<file path="config.mk">
export PLATFORM = sky130hd
export DESIGN_NAME = sp_pilot_sync
export DESIGN_NICKNAME = d
export VERILOG_FILES = /design/src/rtl/sp_pkg.sv /design/src/rtl/sp_carrier_sel.sv /design/src/rtl/sp_score_bank.sv /design/src/rtl/sp_argmax.sv /design/src/rtl/sp_pilot_sync.sv
export SDC_FILE = /design/constraint.sdc
export NUM_CORES = 1
export LEC_CHECK = 0
export CAP_MARGIN = 20
export CORE_MARGIN = 2
export CORE_UTILIZATION = 25
export DETAILED_ROUTE_END_ITERATION = 8
export DONT_BUFFER_PORTS = 1
export GPL_TIMING_DRIVEN = 0
export SETUP_SLACK_MARGIN = 0.5
export SKIP_LAST_GASP = 1
export SYNTH_ARGS = -nofsm -noshare
export SYNTH_HDL_FRONTEND = slang
export SYNTH_SLANG_ARGS = --single-unit
</file>
<file path="constraint.sdc">
create_clock -name clk_i -period 17.9 [get_ports clk_i]
set_input_delay 3.58 -clock clk_i [delete_from_list [all_inputs] [get_ports clk_i]]
set_output_delay 3.58 -clock clk_i [all_outputs]
set_load 0.05 [all_outputs]
</file>
<file path="src/rtl/sp_pkg.sv">
package sp_pkg;
  typedef enum logic [1:0] {
    ST_IDLE  = 2'd0,
    ST_PASS1 = 2'd1,
    ST_PASS2 = 2'd2,
    ST_LOCK  = 2'd3
  } sp_state_e;

  localparam int unsigned NUM_CAND = 4;
  localparam int unsigned GRID     = 12;
endpackage

</file>
<file path="src/rtl/sp_carrier_sel.sv">
module sp_carrier_sel #(
  parameter int unsigned IDX_W = 13
) (
  input  logic [IDX_W-1:0] idx_i,
  output logic             hit_o,
  output logic [1:0]       cand_o
);
  logic [3:0] rem;

  assign rem    = 4'(idx_i % IDX_W'(sp_pkg::GRID));
  assign hit_o  = (rem == 4'd0) || (rem == 4'd3) || (rem == 4'd6) || (rem == 4'd9);
  assign cand_o = 2'(rem / 4'd3);
endmodule

</file>
<file path="src/rtl/sp_score_bank.sv">
module sp_score_bank #(
  parameter int unsigned SAMPLE_W = 12,
  parameter int unsigned SCORE_W  = 34
) (
  input  logic                               clk_i,
  input  logic                               rst_ni,
  input  logic                               clr_i,
  input  logic                               add_i,
  input  logic [1:0]                         cand_i,
  input  logic signed [SAMPLE_W-1:0]         re_i,
  input  logic signed [SAMPLE_W-1:0]         im_i,
  output logic [sp_pkg::NUM_CAND-1:0][SCORE_W-1:0] score_o
);
  localparam int unsigned PW = 2 * SAMPLE_W;

  logic signed [PW-1:0] sq_re, sq_im;
  logic [PW:0]          pwr;

  assign sq_re = re_i * re_i;
  assign sq_im = im_i * im_i;
  assign pwr   = {1'b0, sq_re} + {1'b0, sq_im};

  for (genvar k = 0; k < sp_pkg::NUM_CAND; k++) begin : g_cand
    logic hit;
    assign hit = add_i && (cand_i == 2'(k));
    always_ff @(posedge clk_i or negedge rst_ni) begin
      if (!rst_ni)    score_o[k] <= '0;
      else if (clr_i) score_o[k] <= hit ? SCORE_W'(pwr) : '0;
      else if (hit)   score_o[k] <= score_o[k] + SCORE_W'(pwr);
    end
  end
endmodule

</file>
<file path="src/rtl/sp_argmax.sv">
module sp_argmax #(
  parameter int unsigned SCORE_W = 34
) (
  input  logic [sp_pkg::NUM_CAND-1:0][SCORE_W-1:0] score_i,
  output logic [1:0]                               win_o
);
  logic [SCORE_W-1:0] best;

  // strict compare keeps the lowest index on ties
  always_comb begin
    win_o = 2'd0;
    best  = score_i[0];
    for (int k = 1; k < sp_pkg::NUM_CAND; k++) begin
      if (score_i[k] > best) begin
        best  = score_i[k];
        win_o = 2'(k);
      end
    end
  end
endmodule

</file>
<file path="src/rtl/sp_pilot_sync.sv">
module sp_pilot_sync #(
  parameter int unsigned SAMPLE_W     = 12,
  parameter int unsigned IDX_W        = 13,
  parameter int unsigned MAX_CARRIERS = 6817
) (
  input  logic                       clk_i,
  input  logic                       rst_ni,
  input  logic                       restart_i,
  input  logic                       sym_start_i,
  input  logic                       smp_valid_i,
  input  logic [IDX_W-1:0]           smp_idx_i,
  input  logic signed [SAMPLE_W-1:0] smp_re_i,
  input  logic signed [SAMPLE_W-1:0] smp_im_i,
  output logic [1:0]                 mode_o,
  output logic                       locked_o,
  output logic                       commit_o,
  output logic                       discard_o,
  output logic                       fill_we_o,
  output logic [IDX_W-1:0]           fill_idx_o,
  output logic signed [SAMPLE_W-1:0] fill_re_o,
  output logic signed [SAMPLE_W-1:0] fill_im_o
);
  import sp_pkg::*;

  localparam int unsigned PER_CAND = MAX_CARRIERS / GRID + 1;
  localparam int unsigned SCORE_W  = 2 * SAMPLE_W + $clog2(PER_CAND + 1);

  sp_state_e  st_q, st_d;
  logic [1:0] pred_q, pred_d, mode_q, mode_d, win;
  logic       lock_q, lock_d, commit_d, discard_d, fill_we_d;
  logic       hit;
  logic [1:0] cand;
  logic [NUM_CAND-1:0][SCORE_W-1:0] score;

  sp_carrier_sel #(.IDX_W(IDX_W)) u_sel (
    .idx_i (smp_idx_i),
    .hit_o (hit),
    .cand_o(cand)
  );

  sp_score_bank #(.SAMPLE_W(SAMPLE_W), .SCORE_W(SCORE_W)) u_bank (
    .clk_i  (clk_i),
    .rst_ni (rst_ni),
    .clr_i  (sym_start_i && !restart_i),
    .add_i  (smp_valid_i && hit && !restart_i),
    .cand_i (cand),
    .re_i   (smp_re_i),
    .im_i   (smp_im_i),
    .score_o(score)
  );

  sp_argmax #(.SCORE_W(SCORE_W)) u_max (
    .score_i(score),
    .win_o  (win)
  );

  always_comb begin
    st_d      = st_q;
    pred_d    = pred_q;
    mode_d    = mode_q;
    lock_d    = lock_q;
    commit_d  = 1'b0;
    discard_d = 1'b0;
    if (restart_i) begin
      st_d      = ST_IDLE;
      lock_d    = 1'b0;
      mode_d    = 2'd0;
      discard_d = (st_q == ST_PASS2);
    end else if (sym_start_i) begin
      unique case (st_q)
        ST_IDLE:  st_d = ST_PASS1;
        ST_PASS1: begin
          pred_d = win + 2'd1;
          st_d   = ST_PASS2;
        end
        ST_PASS2: begin
          if (win == pred_q) begin
            commit_d = 1'b1;
            lock_d   = 1'b1;
            mode_d   = pred_q + 2'd1;
            st_d     = ST_LOCK;
          end else begin
            discard_d = 1'b1;
            st_d      = ST_PASS1;
          end
        end
        ST_LOCK:  mode_d = mode_q + 2'd1;
        default:  st_d = ST_IDLE;
      endcase
    end
  end

  assign fill_we_d = smp_valid_i && !restart_i && (st_d == ST_PASS2) && hit && (cand == pred_d);

  always_ff @(posedge clk_i or negedge rst_ni) begin
    if (!rst_ni) begin
      st_q       <= ST_IDLE;
      pred_q     <= 2'd0;
      mode_q     <= 2'd0;
      lock_q     <= 1'b0;
      commit_o   <= 1'b0;
      discard_o  <= 1'b0;
      fill_we_o  <= 1'b0;
      fill_idx_o <= '0;
      fill_re_o  <= '0;
      fill_im_o  <= '0;
    end else begin
      st_q      <= st_d;
      pred_q    <= pred_d;
      mode_q    <= mode_d;
      lock_q    <= lock_d;
      commit_o  <= commit_d;
      discard_o <= discard_d;
      fill_we_o <= fill_we_d;
      if (fill_we_d) begin
        fill_idx_o <= smp_idx_i;
        fill_re_o  <= smp_re_i;
        fill_im_o  <= smp_im_i;
      end
    end
  end

  assign mode_o   = mode_q;
  assign locked_o = lock_q;
endmodule

</file>
---- Word level (Yosys, flattened, before mapping) ----
Index checks and enable logic that the tools add are counted.
cells by class
  $add $sub $neg .......................... 8
  multipliers ............................. 2
  div/mod/pow operators ................... 2
  magnitude comparators ................... 3
  eq/ne operators ......................... 13
  mux-type cells .......................... 40
  reductions and logical operators ........ 28
operator list
  operator               count
  $mux 34                10
  $add 34x25->34         4
  $gt 34x34->1           3
  $mux 25                4
  $mul 12x12->24         2
  $add 24x24->25         1
  $mux 2                 11
  $reduce_bool 2->1      7
  $mod 13x4->13 const B  1
  $mux 1                 13
  $logic_and 1x1->1      11
  $eq 2x2->1 const B     5
  $add 2x1->2 const B    3
  $pmux 2 s3             1
  $reduce_and 3->1       2
  $div 4x2->4 const B    1
  $eq 2x1->1 const B     2
  $eq 2x2->1             2
  $eq 4x2->1 const B     1
  $eq 4x3->1 const B     1
  $eq 4x4->1 const B     1
  $logic_not 2->1        2
  $logic_not 4->1        1
  $pmux 2 s2             1
  4 further kinds        6
word-level totals
  flip-flop bits (word level) ............. 183
  input bits .............................. 42
  output and inout bits ................... 43
  word-level logic and storage cells ...... 110

---- Logic depth before layout (Yosys ltp) ----
Gate-level depths: netlist (run 1).
  depth after elaboration ................. 15
  depth in mapped cells ................... 41
  mapped depth without buffers ............ 40

---- Hierarchy ----
From an unflattened synthesis (run 1), not the netlist that was laid out.
unflattened totals
  cell total of the unflattened synthesis .. 3201
  area total of the unflattened synthesis .. 28049.4 um^2
by module, submodules not included
  module          times used  cells each  area an instance (um^2)  sequential area each (um^2)
  sp_score_bank   1           2526        21807.2                  3403.3
  sp_argmax       1           403         3271.9                   0.0
  sp_pilot_sync   1           132         1948.1                   1176.1
  sp_carrier_sel  1           140         1022.2                   0.0

---- Least setup slack after synthesis (run 1) ----
OpenSTA, ideal clock, no wires.
  path type ............................... input to register
  start ................................... input smp_re_i[4]
  end ..................................... register u_bank.score_o[32] (netlist bit)
  setup time .............................. 132 ps
  arrival ................................. 11332 ps
  required time ........................... 17768 ps
  path slack .............................. 6436 ps
  stages .................................. 37
  path buffers ............................ 1
  cells stage by stage .................... clkbuf_1 -> and2_1 -> fa_1 -> ha_1 -> fa_1 -> ha_1 -> inv_1 -> fa_1 -> inv_1 -> fa_1 -> a21o_1 -> a21oi_1 -> o21bai_1 -> a21oi_1 -> o21bai_1 -> a21oi_1 -> nor2b_1 -> o21ai_0 -> nand2b_1 -> a21o_1 -> a21oi_1 -> xnor2_1 -> ha_1 -> a21o_1 -> a31oi_1 -> xor2_1 -> inv_1 -> ha_1 -> a21o_1 -> a21oi_1 -> nor2b_1 -> a2111o_1 -> a311o_1 -> a21oi_1 -> nor3_1 -> xnor2_1 -> nor2_1
between the ends
  word-level cells in the longest chain between the ends .. 5
RTL lines
  item                           line                 text
  start, declared                sp_pilot_sync.sv:12  input logic signed [SAMPLE_W-1:0] smp_re_i,
  $mul 12x12->24                 sp_score_bank.sv:19  assign sq_re = re_i * re_i;
  $add 24x24->25                 sp_score_bank.sv:21  assign pwr = {1'b0, sq_re} + {1'b0, sq_im};
  $add 34x25->34                 sp_score_bank.sv:29  else if (hit) score_o[k] <= score_o[k] + SCORE_W'(pwr);
  $mux 34                        sp_score_bank.sv:29
  $mux 34                        sp_score_bank.sv:28  else if (clr_i) score_o[k] <= hit ? SCORE_W'(pwr) : '0;
  end signal, assigned by index  sp_score_bank.sv:28
  end signal, assigned by index  sp_score_bank.sv:29
  end, declared                  sp_score_bank.sv:12  output logic [sp_pkg::NUM_CAND-1:0][SCORE_W-1:0] score_o
Every way passes these cells. The select of a mux whose other input is x is not followed.
A chain may end at the register's enable or synchronous reset.

---- Final worst setup path (run 1) ----
  start ................................... input smp_re_i[6]
  end ..................................... register u_bank.score_o[27] (netlist bit)
The elaborated chain is that of the path after synthesis.

==> metrics.txt, run 1 <==
Post-synth EDFFs=0; unique cell type count in the Yosys netlist=86; biggest area consumer among synthesized cells=fa_1; DR DRC count=0; largest net degree at the start of global routing=184; latest clock arrival within the worst-skew pair=510 ps; CTS clk-pin slew, worst paths=80 ps; hold path depth=2; HPWL after DPL=63080 microns; synthesized cell area=0.02704 sq mm; Final Hold Viols=0; top cells by area, synth=fa_1, dfrtp_1, ha_1, inv_1, xnor2_1; count of pins over their slew limit=0; minimum clock period=13030 ps; Total GRT Usage=14.31%; First DRT Iteration DRCs=1764; Least-Margin Pin Slew=1217 ps; Sink Count=183; initial antenna violation count=1; nets@finish=3688; outcome=finished, final reports clean; input/output buffers=0; gr ovfl total=0; number of setup violations in the final report=0; Syn Area/Cell=8.924 sq um; first-pass GRT wire length=124500 microns; WP data required=18280 ps; Die X-Extent=332.9 microns; Initial Util=25.22%; Clock Tree Buf Depth=2; Routed Antenna Nets=0; Main synth FF type=dfrtp_1; DR vias=22.05k; Synthesized Nets=3662; Endpoint, Worst Hold=u_bank.score_o[32]; drt first pass iters=5; Core ar.=0.1072 sq mm; drt wl/cell=17.60 microns; post-cts sizing count=0; Syn Inst Count=3030; Hold Crit Class=flop to flop; Synth async-reset ratio=100.0%; CP peak stage delay=890 ps; Crit Path Category=primary input to flop; fillers=11.55k; flops & latches, synth=183; Inst Count DP=4437; post-synthesis sequential area ratio=16.94%; crit path DAT=13410 ps; Crit path max-delay family=adder cells; GPL Wtd Cong=0.9171; top-area cell type share of the netlist area=18.73%; CP Max Fanout=10; cell repeated most along the worst path=fa_1; Die Y=332.9 microns; Core Rows=120; Total Wirelength=78760 microns; CP Launch Type=primary input; full die area=0.1108 sq mm; pre-CTS setup slack=4418 ps; final worst slack=4873 ps; normalized max-slew margin=18.59%; CTS tree=built; setup tns final=0 ps; r2r endpoint=fill_idx_o[0]; crit path buf inv count=5; multi-input logic area=0.02064 sq mm; post-route insts no fill=4474; Tcrit/Tclk final=72.78%; R2R cell count=35; vias in the first global route=22.67k; Ys Warns=0; CTS Hold Bufs=0; flop-to-flop setup slack=5730 ps; H-tree depth=4; post-CTS setup buffers=0; worst min-delay path startpoint=u_bank.score_o[32]; Reg area=0.004579 sq mm; skew final=17.40 ps; # IOs=85; most common cell after layout, fill and taps aside=inv_1; most frequent cells in the layout=inv_1, ha_1, fa_1, a21oi_1, nor2_1; FF-to-FF Start=u_bank.score_o[13]; layout cells sized above 1=5.148%; max cap viols=0; Vias/cell=4.928; number of CTS-inserted buffers=17; area delta synth->final=9.018%; CTS root buffer=clkbuf_16; Fmax achieved=0.07676 GHz; RSZ-0062 raised after global routing=false; Crit-path slowest cell=xnor2_1; crit path capture type=flop
final cells by class:
type / count / area share (%)
Tap cell: 1403 / 5.955
Inverter: 372 / 4.737
Clock inverter: 14 / 0.6239
Buffer: 102 / 1.435
Timing Repair Buffer: 7 / 0.1867
Clock buffer: 18 / 1.490
Sequential cell: 183 / 15.53
Multi-Input combinational cell: 2373 / 70.02
Antenna cell: 2 / 0.01698
through the flow:
stage	hold WS, ps	area (sq um)	util [%]
finish	548.8	29480	27.50
detailed placement	533.1	28820	26.89
CTS	556.9	29450	27.47
global route	575.8	29470	27.49
floorplan	496.6	27040	-
global placement	528.3	28800	26.86
kinds of logic after synthesis:
kind of cell             after synthesis  share of synthesized area [%]
AO/OA/AOI/OAI                        677                          15.89
adder cells (fa/ha/maj)              590                          34.32
AND/OR/NAND/NOR                      789                          14.61
buffers and inverters                474                          6.728
flip-flops                           183                          16.94
multiplexers                         131                          5.492
XOR/XNOR                             186                          6.024
tightest hold or removal path, stage by stage (launching register included):
cell and delay, ps:
dfrtp_1 360, xnor2_1 80, nor2_1 70
how the worst max path moves through the flow:
stage	cells past startpoint	slack, ps	to	startpoint
final	36	4870	u_bank.score_o[27]	smp_re_i[6]
after global routing	40	4230	u_bank.score_o[135]	smp_re_i[6]
after CTS	36	4910	u_bank.score_o[27]	smp_re_i[6]
after detailed placement	36	4420	u_bank.score_o[27]	smp_re_i[6]
after global placement	36	4500	u_bank.score_o[27]	smp_re_i[6]
after floorplan	37	6440	u_bank.score_o[32]	smp_re_i[4]
state kept, by name, summed over array words and instances (netlist names):
| register | count |
|---|---|
| u_bank.score_o | 136 |
| fill_idx_o | 13 |
| fill_im_o | 12 |
| fill_re_o | 12 |
| mode_o | 2 |
| pred_q | 2 |
| st_q | 2 |
| commit_o | 1 |
| discard_o | 1 |
| fill_we_o | 1 |
| locked_o | 1 |
Yosys cell counts, types with 38 or more instances:
cell / count
o21ai_0: 110
mux2i_1: 58
xor2_1: 58
and2_1: 97
nor2b_1: 47
dfrtp_1: 183
nand3_1: 45
nor3_1: 69
nand4_1: 38
a21oi_1: 215
a31oi_1: 38
mux2_2: 53
clkbuf_1: 80
nor2_1: 199
inv_1: 372
ha_1: 337
fa_1: 253
xnor2_1: 128
a21o_1: 59
o22ai_1: 68
nand2_1: 174
layer usage:
layer	wire length, microns	global-route usage, %	vias up
met5	0	0	-
met4	1821	4.034	0
met3	5192	2.664	96
met2	37180	23.87	538
met1	34570	18.82	10900
li1	-	-	10520
Power of run 1 is left out: the tool's default activity adds up to more than one toggle a clock period on the data nets, which glitch-free logic cannot reach.
==> run 2, diff against run 1 <==
==> constraint.sdc (replaced) <==
create_clock -name clk_i -period 10.82 [get_ports clk_i]
set_input_delay 2.164 -clock clk_i [delete_from_list [all_inputs] [get_ports clk_i]]
set_output_delay 2.164 -clock clk_i [all_outputs]
set_load 0.05 [all_outputs]
==> run 2 against run 1 <==
Effect of this change:
- register-to-register slack worse by 5000 ps
- critical path depth down 1
- via count up 0.77%
- sequential cell count unchanged
- clock skew about the same
- final area up 2.7%
- critical path type is now flop to flop
- critical endpoint is now fill_idx_o[2]
==> metrics.txt, run 2 (same netlist as run 1, synthesis figures left out) <==
input/output buffers=0 (unchanged); HPWL after DPL=63080 microns (unchanged); layout cells sized above 1=9.459% (was 5.148%); most common cell after layout, fill and taps aside=inv_1 (unchanged); drt wl/cell=17.77 microns (was 17.60 microns); Vias/cell=4.947 (was 4.928); CP Max Fanout=10 (unchanged); CTS tree=built (unchanged); Routed Antenna Nets=0 (unchanged); largest reg by FF count=u_bank.score_o (unchanged); CTS root buffer=clkbuf_16 (unchanged); Least-Margin Pin Slew=1069 ps (was 1217 ps); CP Launch Type=flop (was primary input); # IOs=85 (unchanged); crit path DAT=10480 ps (was 13410 ps); GPL Wtd Cong=0.9171 (unchanged); CP peak stage delay=590 ps (was 890 ps); Core Rows=120 (unchanged); vias in the first global route=22.83k (was 22.67k); GRT met3 Usage=2.746% (was 2.664%); top flop regs=u_bank.score_o (136), fill_idx_o (13) (unchanged); pre-CTS setup slack=-1246 ps (was 4418 ps); CTS Hold Bufs=0 (unchanged); DR vias=22.22k (was 22.05k); Total Wirelength=79780 microns (was 78760 microns); nets@finish=3706 (was 3688); area delta synth->final=11.91% (was 9.018%); outcome=finished, final reports clean (unchanged); first-pass GRT wire length=125600 microns (was 124500 microns); H-tree depth=4 (unchanged); met1 Use GR=18.91% (was 18.82%); Final Hold Viols=0 (unchanged); CTS clk-pin slew, worst paths=80 ps (about the same); RSZ-0062 raised after global routing=false (unchanged); max FFs per register=136 (unchanged); number of setup violations in the final report=0 (unchanged); Fmax achieved=0.09901 GHz; Die Y=332.9 microns (unchanged); Crit-path slowest cell=a221oi_1 (was xnor2_1); Hold Crit Class=flop to flop (unchanged); latest clock arrival within the worst-skew pair=510 ps (about the same); fillers=11.46k (was 11.55k); Sink Count=183 (unchanged); minimum clock period=10100 ps; count of pins over their slew limit=0 (unchanged); largest net degree at the start of global routing=184 (unchanged); Core ar.=0.1072 sq mm (unchanged); number of CTS-inserted buffers=17 (unchanged); drt first pass iters=5 (unchanged); met2 Use GR=24.07% (was 23.87%); max cap viols=0 (unchanged); Clock Tree Buf Depth=2 (unchanged); WP data required=11200 ps (was 18280 ps); dpl cell area=0.02882 sq mm (unchanged); GR peak layer=met2 (unchanged); First DRT Iteration DRCs=1721 (was 1764); Reg area=0.004579 sq mm (unchanged); crit path capture type=flop (unchanged); full die area=0.1108 sq mm (unchanged); cell repeated most along the worst path=a21oi_1 (was fa_1); Initial Util=25.22% (unchanged); Tcrit/Tclk final=93.34%; DR DRC count=0 (unchanged); Crit Path Category=flop to flop (was primary input to flop); Die X-Extent=332.9 microns (unchanged); most frequent cells in the layout=inv_1, ha_1, fa_1, a21oi_1, nor2_1 (unchanged); Final Instance Area=0.03026 sq mm (was 0.02948 sq mm); multi-input logic area=0.02118 sq mm (was 0.02064 sq mm); Total GRT Usage=14.44% (was 14.31%); skew final=17.55 ps (was 17.40 ps); final worst slack=720.3 ps (was 4873 ps); initial antenna violation count=1 (unchanged); gr ovfl total=0 (unchanged); normalized max-slew margin=28.71% (was 18.59%)
-- run 2: worst max-delay path, delay by kind of cell (launching register included) --
family / cells / cell delay [ps]
AOI/OAI and AO/OA: 16 / 4210
adders and majority gates: 3 / 920
buffers and inverters: 7 / 1980
DFF: 1 / 390
muxes: 2 / 700
and+or+nand+nor: 7 / 1710
-- run 2: cell type report --
type	count	share of cell area, %
clock inverters	14	0.6078
plain buffers	102	1.542
multi-input cells	2373	69.97
clock buffers	18	1.451
inverters	372	4.627
diodes	1	0.008269
repair buffers	25	0.8559
well taps	1403	5.801
flip-flops and latches	183	15.13
-- run 2: what timing repair did --
item	4_1_cts	5_1_grt
endpoints found under the hold margin	0	0
setup endpoints to repair	109	89
setup buffers	8	13
resized for setup	56	106
pin swaps	3	15
-- run 2: routing by layer --
| layer | up-vias | part of all wire, % |
|---|---|---|
| met3 | 102 | 6.2 |
| met5 | - | 0 |
| li1 | 10540 | - |
| met2 | 573 | 47 |
| met4 | 0 | 2.5 |
| met1 | 11010 | 44 |
-- run 2: worst paths after layout --
| path | startpoint | depth (start not counted) | end | slack (ps) |
|---|---|---|---|---|
| setup / recovery | u_bank.score_o[19] | 35 | fill_idx_o[2] | 720 |
| hold / removal | u_bank.score_o[32] | 2 | u_bank.score_o[32] | 550 |
| setup reg to reg | u_bank.score_o[19] | 35 | fill_idx_o[2] | 720 |
| hold reg to reg | u_bank.score_o[32] | 2 | u_bank.score_o[32] | 550 |
| max in group asynchronous | rst_ni | 0 | u_bank.score_o[80] | 8940 |
| min in group asynchronous | rst_ni | 0 | u_bank.score_o[59] | 1350 |
-- run 2: stage by stage --
stage / setup TNS, ps / util (%) / hold slack [ps] / cells
final: 0 / 28.23 / 548.3 / 4491
after global routing: 0 / 28.23 / 576.0 / 4490
after detailed placement: -82190 / 26.89 / 533.1 / 4437
after global placement: -77740 / 26.86 / 528.3 / 4433
after floorplan: 0 / - / 496.6 / 3030
after CTS: 0 / 27.78 / 556.9 / 4477
Power of run 2 is left out for the same reason.
==> run 3, diff against run 2 <==
--- a/config.mk
+++ b/config.mk
@@ -11,6 +11,7 @@
 export DETAILED_ROUTE_END_ITERATION = 8
 export DONT_BUFFER_PORTS = 1
 export GPL_TIMING_DRIVEN = 0
+export REMOVE_ABC_BUFFERS = 1
 export SETUP_SLACK_MARGIN = 0.5
 export SKIP_LAST_GASP = 1
 export SYNTH_ARGS = -nofsm -noshare
==> run 3 against run 2 <==
Effect of this change:
- sequential share of layout area up 0.23 points
- wire length decreased by 8.6%
- maximum frequency barely moved
- critical path depth fell by 7
- critical endpoint is now u_bank.score_o[30]
- highest routed layer unchanged
==> metrics.txt, run 3 (same netlist as run 1, synthesis figures left out) <==
initial antenna violation count=1 (unchanged); hold path depth=2 (unchanged); Crit path max-delay family=adder cells (was compound AO/OA/AOI/OAI gates); minimum clock period=10100 ps (about the same); largest reg by FF count=u_bank.score_o (unchanged); top flop regs=u_bank.score_o (136), fill_idx_o (13) (unchanged); Core Rows=120 (unchanged); GPL Wtd Cong=0.8575 (was 0.9171); largest net degree at the start of global routing=184 (unchanged); area delta synth->final=10.23% (was 11.91%); Vias/cell=4.876 (was 4.947); flop-to-flop setup slack=1020 ps (was 720 ps); layout cells sized above 1=7.355% (was 9.459%); FF-to-FF Start=u_bank.score_o[13] (was u_bank.score_o[19]); H-tree depth=4 (unchanged); r2r endpoint=fill_im_o[10] (was fill_idx_o[2]); normalized max-slew margin=33.96% (was 28.71%); drt wl/cell=16.60 microns (was 17.77 microns); Least-Margin Pin Slew=988.1 ps (was 1069 ps); max cap viols=0 (unchanged); CTS root buffer=clkbuf_16 (unchanged); R2R cell count=33 (was 35); First DRT Iteration DRCs=1353 (was 1721); gr ovfl total=0 (unchanged); crit path buf inv count=3 (was 7); skew final=26.01 ps (was 17.55 ps); Core ar.=0.1072 sq mm (unchanged); Critical Path Source=smp_im_i[5] (was u_bank.score_o[19]); DR DRC count=0 (unchanged); max FFs per register=136 (unchanged); DR vias=21.43k (was 22.22k); Die X-Extent=332.9 microns (unchanged); number of CTS-inserted buffers=17 (unchanged); WP data required=11220 ps (was 11200 ps); number of setup violations in the final report=0 (unchanged); setup tns final=0 ps (unchanged); Total GRT Usage=13.28% (was 14.44%); CP peak stage delay=540 ps (was 590 ps); Final Hold Viols=0 (unchanged); latest clock arrival within the worst-skew pair=510 ps (about the same); first-pass GRT wire length=117800 microns (was 125600 microns); CP Launch Type=primary input (was flop); Tcrit/Tclk final=93.37% (was 93.34%); drt first pass iters=7 (was 5); crit path DAT=10510 ps (was 10480 ps); most common cell after layout, fill and taps aside=inv_1 (unchanged); Routed Antenna Nets=0 (unchanged); RSZ-0062 raised after global routing=true (was false); outcome=finished, final reports clean (unchanged); multi-input logic area=0.02105 sq mm (was 0.02118 sq mm); CTS tree=built (unchanged); Reg area=0.004579 sq mm (unchanged); Total Wirelength=72940 microns (was 79780 microns); vias in the first global route=22.02k (was 22.83k); fillers=11.49k (was 11.46k); full die area=0.1108 sq mm (unchanged); worst min-delay path startpoint=u_bank.score_o[2] (was u_bank.score_o[32]); count of pins over their slew limit=0 (unchanged); Die Y=332.9 microns (unchanged); Hold Crit Class=flop to flop (unchanged); nets@finish=3610 (was 3706); CP Max Fanout=16 (was 10); Initial Util=25.22% (unchanged); Fmax achieved=0.09898 GHz (was 0.09901 GHz); most frequent cells in the layout=inv_1, ha_1, fa_1, a21oi_1, nor2_1 (unchanged); Endpoint, Worst Hold=u_bank.score_o[2] (was u_bank.score_o[32]); Sink Count=183 (unchanged); input/output buffers=0 (unchanged); crit path capture type=flop (unchanged); Crit-path slowest cell=fa_1 (was a221oi_1); Crit Path Category=primary input to flop (was flop to flop); CTS clk-pin slew, worst paths=90 ps (was 80 ps); Clock Tree Buf Depth=2 (unchanged); # IOs=85 (unchanged); HPWL after DPL=56370 microns (was 63080 microns)
## run 3: layout make-up
class / count / area share, %
repair buffers: 31 / 1.499
flip-flops and latches: 183 / 15.36
clock inverters: 10 / 0.3610
multi-input cells: 2373 / 70.60
well taps: 1403 / 5.889
diodes: 1 / 0.008395
inverters: 372 / 4.685
clock buffers: 22 / 1.591
## run 3: worst max-delay path by stage
stage	end	cells after the start
3_5_place_dp	u_bank.score_o[27]	37
3_3_place_gp	fill_im_o[11]	29
6_report	u_bank.score_o[30]	28
2_1_floorplan	fill_idx_o[0]	28
5_1_grt	u_bank.score_o[30]	37
4_1_cts	u_bank.score_o[27]	37
## run 3: stage by stage
stage | instance area (sq um) | setup slack, ps | hold WS (ps) | utilization (%) | instances
floorplan | 26620 | 259.6 | 496.6 | - | 2928
global placement | 28370 | -5639 | 525.4 | 26.47 | 4331
detailed placement | 28740 | -1164 | 531.0 | 26.80 | 4346
CTS | 29470 | 467.8 | 547.5 | 27.49 | 4381
global route | 29800 | 426.9 | 570.4 | 27.80 | 4394
finish | 29810 | 717.0 | 543.0 | 27.80 | 4395
## run 3: layer usage
layer / vias to the layer above / GRT usage [%] / routed length (microns) / part of all wire, %
li1: 10370 / - / - / -
met1: 10570 / 16.91 / 32490 / 45
met2: 402 / 22.83 / 35260 / 48
met3: 88 / 2.338 / 3312 / 4.5
met4: 0 / 3.909 / 1878 / 2.6
met5: - / 0 / 0 / 0
## run 3: repair_timing
item                                    in CTS  in global routing
endpoints found under the setup margin      45                 82
setup buffers                                3                 12
pin swaps                                    2                 13
gates resized for setup                     19                 42
hold buffers                                 0                  0
## run 3: worst min-delay path, stage by stage, from the launching register on
cell     delay [ps]
dfrtp_1         370
nand3_1          70
nand2_1          70
Power of run 3 is left out for the same reason.
